File: src/rtl/pmu_gate_pkg.sv
package pmu_gate_pkg;
  localparam int unsigned LVL_W = 2;
  localparam int unsigned CLS_W = 4;
  localparam int unsigned SYN_W = 6;
  localparam int unsigned UEN_W = 4;
  localparam logic [SYN_W-1:0] SYN_SYSREG = 6'h18;

  localparam logic [CLS_W-1:0] CLS_USER_EN = 4'd0;
  localparam logic [CLS_W-1:0] CLS_EVT_CNT = 4'd1;
  localparam logic [CLS_W-1:0] CLS_CNT_SEL = 4'd2;
  localparam logic [CLS_W-1:0] CLS_CYC_CNT = 4'd3;
  localparam logic [CLS_W-1:0] CLS_SW_INC  = 4'd4;
  localparam logic [CLS_W-1:0] CLS_INT_EN  = 4'd5;

  typedef struct packed {
    logic evt_rd;    // bit 3
    logic cyc_rd;    // bit 2
    logic inc_wr;    // bit 1
    logic master;    // bit 0
  } uen_t;

  typedef struct packed {
    logic             allow;
    logic             trap;
    logic [LVL_W-1:0] lvl;
    logic             undef;
  } verdict_t;
endpackage

File: src/rtl/pmu_user_reg.sv
module pmu_user_reg
  import pmu_gate_pkg::*;
#(
  parameter int unsigned DATA_W = 64
) (
  input  logic              clk_i,
  input  logic              rst_ni,
  input  logic              we_i,
  input  logic [UEN_W-1:0]  wdata_i,
  output uen_t              q_o,
  output logic [DATA_W-1:0] rdata_o
);
  localparam int unsigned PAD_W = DATA_W - UEN_W;

  uen_t q;

  always_ff @(posedge clk_i or negedge rst_ni) begin
    if (!rst_ni)   q <= '0;
    else if (we_i) q <= uen_t'(wdata_i);
  end

  assign q_o = q;
  assign rdata_o[UEN_W-1:0] = q;

  generate
    if (PAD_W > 0) begin : g_pad
      assign rdata_o[DATA_W-1:UEN_W] = '0;
    end
  endgenerate
endmodule

File: src/rtl/pmu_lvl0_policy.sv
module pmu_lvl0_policy
  import pmu_gate_pkg::*;
(
  input  uen_t             uen_i,
  input  logic [CLS_W-1:0] cls_i,
  input  logic             wr_i,
  output logic             pass_o,
  output logic             undef_o
);
  always_comb begin
    undef_o = 1'b0;
    unique case (cls_i)
      CLS_USER_EN: begin
        pass_o  = !wr_i;
        undef_o = wr_i;
      end
      CLS_EVT_CNT: pass_o = uen_i.master | (!wr_i & uen_i.evt_rd);
      CLS_CNT_SEL: pass_o = uen_i.master | uen_i.evt_rd;
      CLS_CYC_CNT: pass_o = uen_i.master | (!wr_i & uen_i.cyc_rd);
      CLS_SW_INC:  pass_o = uen_i.master | (wr_i & uen_i.inc_wr);
      CLS_INT_EN:  pass_o = 1'b0;
      default:     pass_o = uen_i.master;
    endcase
  end
endmodule

File: src/rtl/pmu_upper_trap.sv
module pmu_upper_trap
  import pmu_gate_pkg::*;
(
  input  logic [LVL_W-1:0] cur_lvl_i,
  input  logic             hyp_en_i,
  input  logic             hyp_trap_i,
  input  logic             mon_present_i,
  input  logic             mon_trap_i,
  output logic             trap_o,
  output logic [LVL_W-1:0] lvl_o
);
  logic hyp_hit, mon_hit;

  assign hyp_hit = (cur_lvl_i < 2'd2) & hyp_en_i & hyp_trap_i;
  assign mon_hit = (cur_lvl_i < 2'd3) & mon_present_i & mon_trap_i;

  always_comb begin
    trap_o = 1'b0;
    lvl_o  = '0;
    if (hyp_hit) begin
      trap_o = 1'b1;
      lvl_o  = 2'd2;
    end else if (mon_hit) begin
      trap_o = 1'b1;
      lvl_o  = 2'd3;
    end
  end
endmodule

File: src/rtl/pmu_user_gate.sv
module pmu_user_gate
  import pmu_gate_pkg::*;
#(
  parameter int unsigned DATA_W = 64
) (
  input  logic              clk_i,
  input  logic              rst_ni,
  input  logic              req_valid_i,
  input  logic [1:0]        cur_lvl_i,
  input  logic              wr_i,
  input  logic [3:0]        cls_i,
  input  logic              hyp_en_i,
  input  logic              hyp_trap_i,
  input  logic              mon_present_i,
  input  logic              mon_trap_i,
  input  logic [DATA_W-1:0] wdata_i,
  output logic              allow_o,
  output logic              trap_o,
  output logic [1:0]        trap_lvl_o,
  output logic              undef_o,
  output logic [5:0]        syn_cls_o,
  output logic [DATA_W-1:0] rdata_o
);
  uen_t             uen_q;
  logic [DATA_W-1:0] reg_rdata;
  logic             l0_pass, l0_undef;
  logic             up_trap;
  logic [LVL_W-1:0] up_lvl;
  logic             uen_we, hit_self;
  verdict_t         v;
  logic             unused_hi;

  assign unused_hi = ^wdata_i[DATA_W-1:UEN_W];
  assign hit_self  = (cls_i == CLS_USER_EN);
  assign uen_we    = req_valid_i & wr_i & v.allow & hit_self;

  pmu_user_reg #(.DATA_W(DATA_W)) u_reg (
    .clk_i   (clk_i),
    .rst_ni  (rst_ni),
    .we_i    (uen_we),
    .wdata_i (wdata_i[UEN_W-1:0]),
    .q_o     (uen_q),
    .rdata_o (reg_rdata)
  );

  pmu_lvl0_policy u_l0 (
    .uen_i   (uen_q),
    .cls_i   (cls_i),
    .wr_i    (wr_i),
    .pass_o  (l0_pass),
    .undef_o (l0_undef)
  );

  pmu_upper_trap u_up (
    .cur_lvl_i     (cur_lvl_i),
    .hyp_en_i      (hyp_en_i),
    .hyp_trap_i    (hyp_trap_i),
    .mon_present_i (mon_present_i),
    .mon_trap_i    (mon_trap_i),
    .trap_o        (up_trap),
    .lvl_o         (up_lvl)
  );

  // level-0 policy outranks the higher-level checks
  always_comb begin
    v = '0;
    if (req_valid_i) begin
      if (cur_lvl_i == 2'd0 && l0_undef) begin
        v.undef = 1'b1;
      end else if (cur_lvl_i == 2'd0 && !l0_pass) begin
        v.trap = 1'b1;
        v.lvl  = 2'd1;
      end else if (up_trap) begin
        v.trap = 1'b1;
        v.lvl  = up_lvl;
      end else begin
        v.allow = 1'b1;
      end
    end
  end

  assign allow_o    = v.allow;
  assign trap_o     = v.trap;
  assign trap_lvl_o = v.lvl;
  assign undef_o    = v.undef;
  assign syn_cls_o  = v.trap ? SYN_SYSREG : '0;
  assign rdata_o    = (v.allow && !wr_i && hit_self) ? reg_rdata : '0;
endmodule

File: config.mk
export PLATFORM = sky130hd
export DESIGN_NAME = pmu_user_gate
export DESIGN_NICKNAME = d
export VERILOG_FILES = /design/src/rtl/pmu_gate_pkg.sv /design/src/rtl/pmu_user_reg.sv /design/src/rtl/pmu_lvl0_policy.sv /design/src/rtl/pmu_upper_trap.sv /design/src/rtl/pmu_user_gate.sv
export SDC_FILE = /design/constraint.sdc
export NUM_CORES = 1
export LEC_CHECK = 0
export ABC_AREA = 1
export BUFFER_PORTS_ARGS = -buffer_cell sky130_fd_sc_hd__buf_2
export CORE_ASPECT_RATIO = 1.4
export CORE_MARGIN = 8
export CORE_UTILIZATION = 25
export CTS_BUF_LIST = sky130_fd_sc_hd__clkbuf_2 sky130_fd_sc_hd__clkbuf_4 sky130_fd_sc_hd__clkbuf_8
export DETAILED_ROUTE_END_ITERATION = 8
export HOLD_SLACK_MARGIN = 0.1
export PLACE_DENSITY = 0.77
export SYNTH_ARGS = -nofsm -noshare
export SYNTH_HDL_FRONTEND = slang
export SYNTH_SLANG_ARGS = --single-unit
File: constraint.sdc
create_clock -name clk_i -period 1.3 [get_ports clk_i]
set_input_delay 0.065 -clock clk_i [delete_from_list [all_inputs] [get_ports clk_i]]
set_output_delay 0.065 -clock clk_i [all_outputs]
set_load 0.02 [all_outputs]
After elaboration in Yosys (flattened, before gate mapping)
Index checks and enable logic that the tools add are counted. W data, S select, Z words.

Magnitude comparators: 2. Eq/ne operators: 5. Multiplexer cells: 15. Bitwise gates (word level): 14. Reductions and logical operators: 8.

Operator list (count): $and A1 B1 Y1 (10); $mux W5 (2); $eq A4 B2 Y1 const B (2); $eq A4 B3 Y1 const B (2); $mux W4 (2); $mux W1 (6); $mux W3 (2); $pmux W1 S6 (1); $eq A4 B1 Y1 const B (1); $logic_and A1 B1 Y1 (4); $logic_not A4 Y1 (1); $lt A2 B2 Y1 const B (2); $mux W2 (2); $or A1 B1 Y1 (4); $logic_not A1 Y1 (2); $logic_not A2 Y1 (1).

Register bits after elaboration: 4. Input bits: 78. Output and inout bits: 75. Word-level logic and storage cells: 48.

Longest topological paths before layout
Word-level depth: 12. Gate-level depth with buffers: 12. Gate-level depth less buffers: 12.

Cells and area by module
A second synthesis with hierarchy kept.

Cells, all modules: 289. Area total of the unflattened synthesis: 1689.1 sq um.

By module, submodules not included: pmu_user_gate (times used 1, cells an instance 165, area each 863.3 sq um, sequential area each 0.0 sq um); pmu_user_reg (times used 1, cells an instance 82, area each 633.1 sq um, sequential area each 100.1 sq um); pmu_lvl0_policy (times used 1, cells an instance 32, area each 145.1 sq um, sequential area each 0.0 sq um); pmu_upper_trap (times used 1, cells an instance 10, area each 47.5 sq um, sequential area each 0.0 sq um).

Worst setup path after synthesis
OpenSTA, ideal clock, no wires.

Path type: flip-flop to output port. Start point: reg u_reg.q (netlist bit u_reg.q_o[0]). End point: out syn_cls_o[3]. Data arrival time: 1470 ps. Data required time: 1235 ps. Path slack: -235 ps. Stages on the path, launching flop included: 7. Buffers on the path: 1. Cells stage by stage: dfrtp_1 inv_1 a21oi_1 nor3_1 a21oi_2 nor2_1 buf_4.

Word-level cells in the longest chain between the ends: 8. Elaborated cells on any way between the ends: 11. Those cells by class: mux (5); bitwise (4); reduce/logical (2).

RTL lines: start: declaration (line pmu_user_reg.sv:15) `uen_t q;`; start signal: assignment (line pmu_user_reg.sv:19) `else if (we_i) q <= uen_t'(wdata_i);`; $or A1 B1 Y1 (on tied branches); $pmux W1 S6 * (line pmu_lvl0_policy.sv:12) `unique case (cls_i)`; $logic_not A1 Y1 * (line pmu_user_gate.sv:70) `end else if (cur_lvl_i == 2'd0 && !l0_pass) begin`; $logic_and A1 B1 Y1 * (line pmu_user_gate.sv:70); $mux W3 * (line pmu_user_gate.sv:70); $mux W4 * (line pmu_user_gate.sv:68) `if (cur_lvl_i == 2'd0 && l0_undef) begin`; $mux W5 * (line pmu_user_gate.sv:67) `if (req_valid_i) begin`; named net trap_o (line pmu_user_gate.sv:18) `output logic trap_o,`; $mux W5 * (line pmu_user_gate.sv:86) `assign syn_cls_o = v.trap ? SYN_SYSREG : '0;`; end: declaration (line pmu_user_gate.sv:21) `output logic [5:0] syn_cls_o,`.

The timed path passes the listed nets; every way through them passes the cells marked *.

Final worst setup path
Start point: reg u_reg.q (netlist bit u_reg.q_o[2]). End point: out rdata_o[2].

Word-level cells in the longest chain between the ends: 11.

RTL lines: $and A1 B1 Y1 (line pmu_lvl0_policy.sv:19) `CLS_CYC_CNT: pass_o = uen_i.master | (!wr_i & uen_i.cyc_rd);`; $or A1 B1 Y1 (line pmu_lvl0_policy.sv:19); $pmux W1 S6 (line pmu_lvl0_policy.sv:12); $logic_not A1 Y1 (line pmu_user_gate.sv:70); $logic_and A1 B1 Y1 (line pmu_user_gate.sv:70); $mux W1 (line pmu_user_gate.sv:70); $mux W4 (line pmu_user_gate.sv:68); $mux W5 (line pmu_user_gate.sv:67); $logic_and A1 B1 Y1 (2 in a row) (line pmu_user_gate.sv:87) `assign rdata_o = (v.allow && !wr_i && hit_self) ? reg_rdata : '0;`; $mux W4 * (line pmu_user_gate.sv:87); end: declaration (line pmu_user_gate.sv:22) `output logic [DATA_W-1:0] rdata_o`.

Every way passes the cells marked *; elsewhere a longest branch is shown, timed or not.

==> out/qor.txt <==
Status: finished with violations
Failing checks: setup timing
Met3 usage: 1.41%
Drt drc: 0
FP Rows: 26
# diodes: 0
Synth Flop Type: dfrtp_1
Startpoint types: register
Initial cell density of the core: 25.6%
GR Util met2: 15.3%
Grt total ovfl: 0
Num CTS Buffers: 3
Min Clock Period, post-route: 1.65 ns
Max cap viols: 0
Synthesized area: 916 µm²
Area Overhead vs Synth: 30.7%
Gr usage total: 7.85%
Vias per cell: 3.74
Clock Sinks: 4
Port buffer count: 28
Worst-skew pair later-pin latency: 0.22 ns
Post-DP HPWL: 2.03 mm
Die height: 87.6 µm
Worst Hold Class: in2reg
Area of the multi-input gates: 601 µm²
Sequential standard cell area: 100 µm²
Post-synth top cells: buf_4 (66), nand2_1 (22), inv_1 (13)
Asr flop ratio synth: 100%
Synth warnings: 0
Fraction of layout cells with a size suffix above 1: 37.8%
M1 GR Usage: 7.07%
Ranking of synthesized cells by area: buf_4 (54%), dfrtp_1 (11%), nand2_1 (9.0%)
DR WL/cell: 11.4 µm
Vias in the first global route: 927
DP Area: 965 µm²
CP Data Required Time: 1.24 ns
Distinct cells, synth: 16
CTS tree: done
# setup viols final: 14
Via count: 860
RSZ-0062 raised after global routing: true
Initial detailed-routing violation count: 44
Seq/Total Area, Yosys: 10.9%
Crit path kind: reg2out
Die Area: 5880 µm²
Final period utilization: 127%
Number of flip-flops in the largest register: 4
Design Area, Final: 1200 µm²
Cell taking the most area after synthesis: buf_4
Final wirelength: 2.62 mm
CP endpoint kind: primary output
Largest net degree at the start of global routing: 7
PD cells: 776 nW/µm²
Synth Instances: 140
Count of state elements after synthesis: 4
Most common cell in the synthesized netlist: buf_4
Max VDD drop: 383 µV
Overall power: 0.929 mW
Clk buf depth: 2
Clk slew on worst S/H paths: 0.03 ns
Setup slack after layout: -0.346 ns
Core area: 3580 µm²
Initial antenna violation count: 0
Crit Path Max Fanout: 2
Max-slew violation count: 0
Share of the synthesized area in the top cell type: 54.1%
Syn Area/Cell: 6.54 µm²
Post-route ant nets: 0
Final net count: 268
Leakage: 0.701 nW
Setup Skew: 0.00172 ns
DIE WIDTH: 67.2 µm
Filler cells: 355
DRT Pass-1 Iters: 5
Busiest grt layer: met2
Number of flops mapped to enable cells by yosys: 0
Root buf cell: clkbuf_8
Max Freq: 0.608 GHz
IO Pins: 153
H-tree depth: 1
Critical path arrival: 1.58 ns
First-pass GRT wire length: 3.65 mm
RePlAce Congestion: 0.804
Hold Fails Final Rpt: 0
what timing repair did:
action | in CTS | in global routing
setup endpoints to repair | 14 | 15
resized for setup | 25 | 3
pin swaps | 2 | 2
hold endpoints to repair | 5 | 0
buffers inserted | 7 | 3
hold buffers | 2 | 0
final cells by class:
cell class	instances	share of cell area [%]
clock buffers	3	3.45
flip-flops and latches	4	8.36
well taps	42	4.39
repair buffers	48	29.6
multi-input cells	120	50.2
inverters	13	4.08
worst max-delay path, stage by stage, from the launching register on:
cell	delay, ns
dfrtp_1	0.36
inv_2	0.06
buf_4	0.13
buf_4	0.12
buf_4	0.12
buf_4	0.12
buf_4	0.12
buf_4	0.13
nor2_4	0.10
buf_6	0.12
per-stage QoR:
| stage | util, % | hold WS [ns] | setup WS, ns | setup TNS (ns) | std cells |
|---|---|---|---|---|---|
| 2_1_floorplan | - | -0.231 | -0.0474 | -0.190 | 203 |
| 3_3_place_gp | 27.0 | -0.126 | -0.0487 | -0.365 | 216 |
| 3_5_place_dp | 27.0 | -0.124 | -0.0765 | -0.662 | 216 |
| 4_1_cts | 32.3 | 0.105 | -0.274 | -2.91 | 227 |
| 5_1_grt | 33.5 | 0.124 | -0.417 | -4.52 | 230 |
| 6_report | 33.5 | 0.106 | -0.346 | -3.29 | 230 |
per-layer routing:
| layer | routed length [µm] | vias to the layer above | share of wire [%] |
|---|---|---|---|
| li1 | - | 399 | - |
| met3 | 303 | 2 | 12 |
| met4 | 27 | 0 | 1.0 |
| met2 | 1420 | 70 | 54 |
| met5 | 0 | - | 0 |
| met1 | 870 | 389 | 33 |
path summary, 6_finish.rpt:
check                                          from                       end  slack, ns  cells past startpoint
max in group asynchronous                    rst_ni  u_reg.q_o[1]$_DFFE_PN0P_       0.99                      2
min                                      wdata_i[0]  u_reg.q_o[0]$_DFFE_PN0P_       0.11                      3
min in group asynchronous                    rst_ni  u_reg.q_o[2]$_DFFE_PN0P_       0.19                      2
max                        u_reg.q_o[2]$_DFFE_PN0P_                rdata_o[2]      -0.35                      9
min reg2reg                u_reg.q_o[2]$_DFFE_PN0P_  u_reg.q_o[2]$_DFFE_PN0P_       0.52                      2
max reg2reg                u_reg.q_o[2]$_DFFE_PN0P_  u_reg.q_o[2]$_DFFE_PN0P_      -0.15                     12
kinds of logic after synthesis:
family | Yosys count | synth area share [%]
buffers and inverters | 79 | 59.4
AO/OA/AOI/OAI | 5 | 3.55
AND/OR/NAND/NOR | 51 | 25.7
flip-flops | 4 | 10.9
other | 1 | 0.409
cell usage in the layout, fill, tap and decap left out:
cell type | netlist | final
a21oi_2 | 2 | 4
buf_2 | 0 | 18
buf_4 | 66 | 19
buf_6 | 0 | 9
clkbuf_8 | 0 | 3
conb_1 | 1 | 64
dfrtp_1 | 4 | 4
dlygate4sd3_1 | 0 | 2
inv_1 | 13 | 11
inv_2 | 0 | 2
nand2_1 | 22 | 21
nand2_2 | 4 | 2
nand2_4 | 0 | 3
nand3_1 | 4 | 2
nand3_2 | 0 | 2
nand4_1 | 6 | 6
nor2_1 | 11 | 6
nor2_2 | 1 | 1
nor2_4 | 1 | 6
nor3_2 | 0 | 1
nor4_4 | 0 | 1
o21ai_1 | 1 | 1
where the power goes:
part           internal, mW  switching, mW  leakage [nW]
clock                 0.197         0.0646        0.0216
combinational         0.170          0.341         0.626
sequential            0.144         0.0115        0.0532
Power figures use the tool's default switching activity.
